$ cat config.mk
export PLATFORM = sky130hd
export DESIGN_NAME = bar_window_remap
export DESIGN_NICKNAME = d
export VERILOG_FILES = /design/src/rtl/bwr_pkg.sv /design/src/rtl/bwr_decode.sv /design/src/rtl/bwr_ctrl_reg.sv /design/src/rtl/bwr_seq.sv /design/src/rtl/bar_window_remap.sv
export SDC_FILE = /design/constraint.sdc
export NUM_CORES = 1
export LEC_CHECK = 0
export ABC_AREA = 1
export BUFFER_PORTS_ARGS = -buffer_cell sky130_fd_sc_hd__buf_4
export CAP_MARGIN = 25
export CORE_ASPECT_RATIO = 0.9
export CORE_MARGIN = 8
export CORE_UTILIZATION = 25
export DETAILED_ROUTE_END_ITERATION = 10
export GPL_TIMING_DRIVEN = 0
export PLACE_DENSITY = 0.51
export SYNTH_ARGS = -nofsm -noshare
export SYNTH_HDL_FRONTEND = slang
export SYNTH_SLANG_ARGS = --single-unit
$ cat constraint.sdc
create_clock -name clk -period 1.8 [get_ports clk]
set_input_delay 0.18 -clock clk [delete_from_list [all_inputs] [get_ports clk]]
set_output_delay 0.18 -clock clk [all_outputs]
set_load 0.01 [all_outputs]
$ cat src/rtl/bwr_pkg.sv
package bwr_pkg;

  typedef enum logic [1:0] {
    ST_IDLE = 2'd0,
    ST_FWD  = 2'd1,
    ST_RSP  = 2'd2
  } bwr_state_e;

  typedef enum logic [1:0] {
    TGT_DIRECT  = 2'd0,
    TGT_WINDOW  = 2'd1,
    TGT_CTRL    = 2'd2,
    TGT_BLOCKED = 2'd3
  } bwr_target_e;

endpackage

$ cat src/rtl/bwr_decode.sv
module bwr_decode
  import bwr_pkg::*;
#(
  parameter int SLV_AW = 20,
  parameter int INT_AW = 25,
  parameter logic [SLV_AW-1:0] CTRL_OFS = 20'h0310C,
  localparam int SPLIT = SLV_AW - 1,
  localparam int WIN_W = INT_AW - SPLIT
) (
  input  logic [SLV_AW-1:0] addr,
  input  logic              win_en,
  input  logic [WIN_W-1:0]  win_sel,
  output bwr_target_e       target,
  output logic [INT_AW-1:0] int_addr
);

  logic              ctrl_hit;
  logic              upper_half;
  logic [INT_AW-1:0] direct_addr;
  logic [INT_AW-1:0] window_addr;

  assign ctrl_hit   = (addr[SLV_AW-1:2] == CTRL_OFS[SLV_AW-1:2]);
  assign upper_half = addr[SPLIT];

  generate
    if (INT_AW > SLV_AW) begin : g_ext
      assign direct_addr = {{(INT_AW-SLV_AW){1'b0}}, addr};
    end else begin : g_same
      assign direct_addr = addr[INT_AW-1:0];
    end
  endgenerate

  assign window_addr = {win_sel, addr[SPLIT-1:0]};

  always_comb begin
    target   = TGT_DIRECT;
    int_addr = direct_addr;
    if (upper_half) begin
      if (win_en) begin
        target   = TGT_WINDOW;
        int_addr = window_addr;
      end else begin
        target   = TGT_BLOCKED;
      end
    end else if (ctrl_hit) begin
      target = TGT_CTRL;
    end
  end

endmodule

$ cat src/rtl/bwr_ctrl_reg.sv
module bwr_ctrl_reg #(
  parameter int DW     = 32,
  parameter int WIN_W  = 6,
  parameter int EN_BIT = 31
) (
  input  logic             clk,
  input  logic             rst_n,
  input  logic             wr_en,
  input  logic [DW-1:0]    wdata,
  output logic             win_en,
  output logic [WIN_W-1:0] win_sel,
  output logic [DW-1:0]    rdata
);

  always_ff @(posedge clk) begin
    if (!rst_n) begin
      win_en  <= 1'b0;
      win_sel <= '0;
    end else if (wr_en) begin
      win_en  <= wdata[EN_BIT];
      win_sel <= wdata[WIN_W-1:0];
    end
  end

  always_comb begin
    rdata              = '0;
    rdata[EN_BIT]      = win_en;
    rdata[WIN_W-1:0]   = win_sel;
  end

endmodule

$ cat src/rtl/bwr_seq.sv
module bwr_seq
  import bwr_pkg::*;
#(
  parameter int DW     = 32,
  parameter int INT_AW = 25,
  parameter logic [DW-1:0] POISON = 32'hDEADBEEF
) (
  input  logic              clk,
  input  logic              rst_n,
  input  logic              s_req_valid,
  input  logic              s_req_write,
  input  logic [DW-1:0]     s_req_wdata,
  output logic              s_req_ready,
  input  bwr_target_e       target,
  input  logic [INT_AW-1:0] int_addr,
  input  logic [DW-1:0]     ctrl_rdata,
  output logic              ctrl_wr,
  output logic              m_valid,
  output logic              m_write,
  output logic [INT_AW-1:0] m_addr,
  output logic [DW-1:0]     m_wdata,
  input  logic              m_ack,
  input  logic [DW-1:0]     m_rdata,
  output logic              s_rsp_valid,
  output logic [DW-1:0]     s_rsp_rdata,
  output logic              err_flag
);

  bwr_state_e state;
  logic       accept;

  assign accept      = s_req_valid && (state == ST_IDLE);
  assign ctrl_wr     = accept && s_req_write && (target == TGT_CTRL);
  assign s_req_ready = (state == ST_IDLE);
  assign m_valid     = (state == ST_FWD);
  assign s_rsp_valid = (state == ST_RSP);

  always_ff @(posedge clk) begin
    if (!rst_n) begin
      state       <= ST_IDLE;
      m_write     <= 1'b0;
      m_addr      <= '0;
      m_wdata     <= '0;
      s_rsp_rdata <= '0;
      err_flag    <= 1'b0;
    end else begin
      case (state)
        ST_IDLE: begin
          if (accept) begin
            unique case (target)
              TGT_DIRECT, TGT_WINDOW: begin
                state   <= ST_FWD;
                m_write <= s_req_write;
                m_addr  <= int_addr;
                m_wdata <= s_req_wdata;
              end
              TGT_CTRL: begin
                state       <= ST_RSP;
                s_rsp_rdata <= s_req_write ? '0 : ctrl_rdata;
              end
              TGT_BLOCKED: begin
                state       <= ST_RSP;
                s_rsp_rdata <= s_req_write ? '0 : POISON;
                err_flag    <= 1'b1;
              end
            endcase
          end
        end
        ST_FWD: begin
          if (m_ack) begin
            state       <= ST_RSP;
            s_rsp_rdata <= m_write ? '0 : m_rdata;
          end
        end
        default: begin
          state <= ST_IDLE;
        end
      endcase
    end
  end

endmodule

$ cat src/rtl/bar_window_remap.sv
module bar_window_remap
  import bwr_pkg::*;
#(
  parameter int SLV_AW = 20,
  parameter int INT_AW = 25,
  parameter int DW     = 32,
  parameter int EN_BIT = 31,
  parameter logic [SLV_AW-1:0] CTRL_OFS = 20'h0310C,
  parameter logic [DW-1:0]     POISON   = 32'hDEADBEEF
) (
  input  logic              clk,
  input  logic              rst_n,
  input  logic              s_req_valid,
  output logic              s_req_ready,
  input  logic              s_req_write,
  input  logic [SLV_AW-1:0] s_req_addr,
  input  logic [DW-1:0]     s_req_wdata,
  output logic              s_rsp_valid,
  output logic [DW-1:0]     s_rsp_rdata,
  output logic              m_valid,
  input  logic              m_ack,
  output logic              m_write,
  output logic [INT_AW-1:0] m_addr,
  output logic [DW-1:0]     m_wdata,
  input  logic [DW-1:0]     m_rdata,
  output logic              err_flag
);

  localparam int SPLIT = SLV_AW - 1;
  localparam int WIN_W = INT_AW - SPLIT;

  logic              win_en;
  logic [WIN_W-1:0]  win_sel;
  logic [DW-1:0]     ctrl_rdata;
  logic              ctrl_wr;
  bwr_target_e       target;
  logic [INT_AW-1:0] int_addr;

  bwr_decode #(
    .SLV_AW  (SLV_AW),
    .INT_AW  (INT_AW),
    .CTRL_OFS(CTRL_OFS)
  ) u_decode (
    .addr    (s_req_addr),
    .win_en  (win_en),
    .win_sel (win_sel),
    .target  (target),
    .int_addr(int_addr)
  );

  bwr_ctrl_reg #(
    .DW    (DW),
    .WIN_W (WIN_W),
    .EN_BIT(EN_BIT)
  ) u_ctrl (
    .clk    (clk),
    .rst_n  (rst_n),
    .wr_en  (ctrl_wr),
    .wdata  (s_req_wdata),
    .win_en (win_en),
    .win_sel(win_sel),
    .rdata  (ctrl_rdata)
  );

  bwr_seq #(
    .DW    (DW),
    .INT_AW(INT_AW),
    .POISON(POISON)
  ) u_seq (
    .clk        (clk),
    .rst_n      (rst_n),
    .s_req_valid(s_req_valid),
    .s_req_write(s_req_write),
    .s_req_wdata(s_req_wdata),
    .s_req_ready(s_req_ready),
    .target     (target),
    .int_addr   (int_addr),
    .ctrl_rdata (ctrl_rdata),
    .ctrl_wr    (ctrl_wr),
    .m_valid    (m_valid),
    .m_write    (m_write),
    .m_addr     (m_addr),
    .m_wdata    (m_wdata),
    .m_ack      (m_ack),
    .m_rdata    (m_rdata),
    .s_rsp_valid(s_rsp_valid),
    .s_rsp_rdata(s_rsp_rdata),
    .err_flag   (err_flag)
  );

endmodule

==> impl_results.md <==
- Hold Path Class: input port to flip-flop
- Clock Skew: 0.005806 ns
- RR Endpoint: u_seq.s_rsp_rdata[31]$_SDFFE_PN0P_
- Status: completed
- # IOs: 183
- Pre-CTS worst setup slack: 0.1448 ns
- Area leader, netlist: dfxtp_1
- Total GRT Usage: 0.1409
- Total gr overflow: 0
- CP max FO: 10
- Area growth from synthesis to layout: 46.43%
- Commonest non-fill, non-tap cells in the layout: buf_4, nand2_1, a21oi_1
- Pwr/cell area: 883.4 nW/µm²
- Max-cap violations: 0
- Die width: 150.7 µm
- Share of cells above drive strength 1: 0.3031
- Reg-to-reg slack, setup: 0.17 ns
- Hold path startpoint: s_req_wdata[0]
- Worst R2R Start: u_seq.state[0]$_SDFFE_PN0P_
- Vias per inst: 4.365
- RSZ-0062 raised after global routing: no
- CTS Buffer Depth: 2
- Req. time, crit path: 2.05 ns
- Least-Margin Pin Slew: 0.5372 ns
- Seq cells post-synth: 100
- CTS H-Tree Depth: 3
- Mapped Nets: 664
- Post-Synthesis Cell Area: 4083 µm²
- Final Cycle Share: 0.9074
- P_leak: 2.720 nW
- Final HPWL DP: 11.40 mm
- Synth top area share: 0.4903
- WL final: 14.75 mm
- Die area: 20680 µm²
- Post-DRT Antenna Nets: 0
- Final nets: 856
- Port Buf Inserts: 181
- Max Clk Rate: 612.2 MHz
- Kind of critical path: flip-flop to flip-flop
- Avg Inst Size Synth: 7.100 µm²
- Rel. slew slack: 0.6419
- CTS tree: done
- Register-to-Register Path Depth: 6
- Routability cong.: 0.7731
- Register area share after synthesis: 0.4903
- Final TNS setup: 0 ns
- Largest net degree at the start of global routing: 18
- Final Max Tran Viols: 0
- Die height: 137.2 µm
- Crit path DAT: 1.88 ns
- Dpl cells: 963
- Pre-Repair DR Iteration Count: 4
- Routed via count: 4273
- Root Driver: clkbuf_16
- Count of unique library cells instantiated by Yosys: 22
- Fillers: 1758
- Hold_buf cts: 0
- Hold Crit Endpoint: u_ctrl.win_sel[0]$_SDFFE_PN0P_
- Cts bufs inserted: 9
- Startpoint Class: flip-flop
- # DRC: 0
- Worst setup EP type: flip-flop
- Initial DRC count: 173
- Min-Delay Path Depth: 3
- Seq. cell area: 2002 µm²
- Vias in the first global route: 4081
- Peak supply drop: 0.4647 mV
- Commonest non-fill, non-tap cell in the layout: buf_4
- Starting Density: 0.2540
- First-pass GRT wire length: 22.69 mm
- Ant diodes: 0
- Top cells by area, synth: dfxtp_1, nand2_1, a21oi_1, nor2_1, nand3_1
- # setup viols final: 0
- Clock Latency Late Sink: 0.35 ns
- Mapped Cells: 575
- Routed len/inst: 15.07 µm
- Post-CTS setup repair buffer count: 0
- Initial antenna violation count: 0
- Worst Setup Slack, final: 0.1666 ns
- CTS clock-pin slew for the worst setup and hold paths: 0.07 ns
- Clock sink count: 100
- Final hold vios: 0
- Final min period: 1.633 ns
- Yosys warns: 0
- Setup crit start: u_seq.state[0]$_SDFFE_PN0P_
- Row count: 44
- Final Non-Filler Cells: 979
- Footprint of the multi-input gates: 1794 µm²
- Core area: 16080 µm²
[Yosys cell counts, drive strengths merged]
master    n
nor3      1
clkinv    1
nand2   184
o21ai     4
nor2     71
inv      20
dfxtp   100
nand3    33
a21oi   117
nand3b    3
a31oi     1
clkbuf   11
buf      29
[logic make-up after synthesis]
family                 after synthesis  share of synthesized area
AND/OR/NAND/NOR                    292                     0.2896
AO/OA/AOI/OAI                      122                     0.1499
buffers and inverters               61                    0.07018
flip-flops                         100                     0.4903
[area by class of cell]
type,count,area share
Clock inverter,7,0.008581
Multi-Input combinational cell,414,0.3001
Sequential cell,100,0.3349
Timing Repair Buffer,181,0.2273
Tap cell,207,0.04332
Inverter,21,0.01319
Clock buffer,9,0.03767
Buffer,40,0.03495
[where the power goes]
group | leakage (nW) | internal [mW] | total [mW] | switching [mW]
combinational | 1.77 | 0.471 | 1.01 | 0.537
clock | 0.132 | 0.946 | 1.86 | 0.910
sequential | 0.817 | 2.35 | 2.42 | 0.0705
[state kept, by name (all words and copies together), names as in the netlist]
register / flops
u_seq.state: 2
u_seq.m_write: 1
u_seq.m_addr: 25
u_ctrl.win_sel: 6
u_seq.err_flag: 1
u_seq.m_wdata: 32
u_seq.s_rsp_rdata: 32
u_ctrl.win_en: 1
[metrics by stage]
step	power, mW	utilization	instance area [µm²]	hold slack (ns)
floorplan	2.968	-	4083	0.3149
global placement	3.494	0.3546	5700	0.4191
detailed placement	3.494	0.3546	5700	0.4221
CTS	5.387	0.3718	5977	0.04641
global route	5.583	0.3719	5978	0.05811
finish	5.281	0.3719	5978	0.05877
[layer usage]
layer | global-route usage | share of wire | routed length, µm
met1 | 0.1767 | 0.45 | 6666
met2 | 0.2290 | 0.47 | 6945
met3 | 0.04204 | 0.061 | 897
met4 | 0.04283 | 0.016 | 240
met5 | 0 | 0 | 0
[how the worst max path moves through the flow]
stage | to | slack [ns] | depth (start not counted)
after floorplan | u_seq.m_wdata[10]$_SDFFE_PN0P_ | 0.47 | 9
after global placement | u_seq.s_rsp_rdata[31]$_SDFFE_PN0P_ | 0.16 | 10
after detailed placement | u_seq.s_rsp_rdata[31]$_SDFFE_PN0P_ | 0.14 | 10
after CTS | u_seq.s_rsp_rdata[31]$_SDFFE_PN0P_ | 0.16 | 6
after global routing | u_seq.s_rsp_rdata[27]$_SDFFE_PN0P_ | 0.002 | 6
final | u_seq.s_rsp_rdata[31]$_SDFFE_PN0P_ | 0.17 | 6
[critical path, cell delays in order (launching register included)]
cell	delay, ns
dfxtp_1	0.40
nand2_2	0.14
o21ai_1	0.42
buf_2	0.31
nand3b_1	0.14
nand2_1	0.08
nor2_1	0.04
[timing repair]
action                     CTS  global route
gates resized for setup      0             2
hold endpoints to repair     0             0
setup endpoints to repair    0             3
Note: power is estimated with default switching activity, not from simulation.
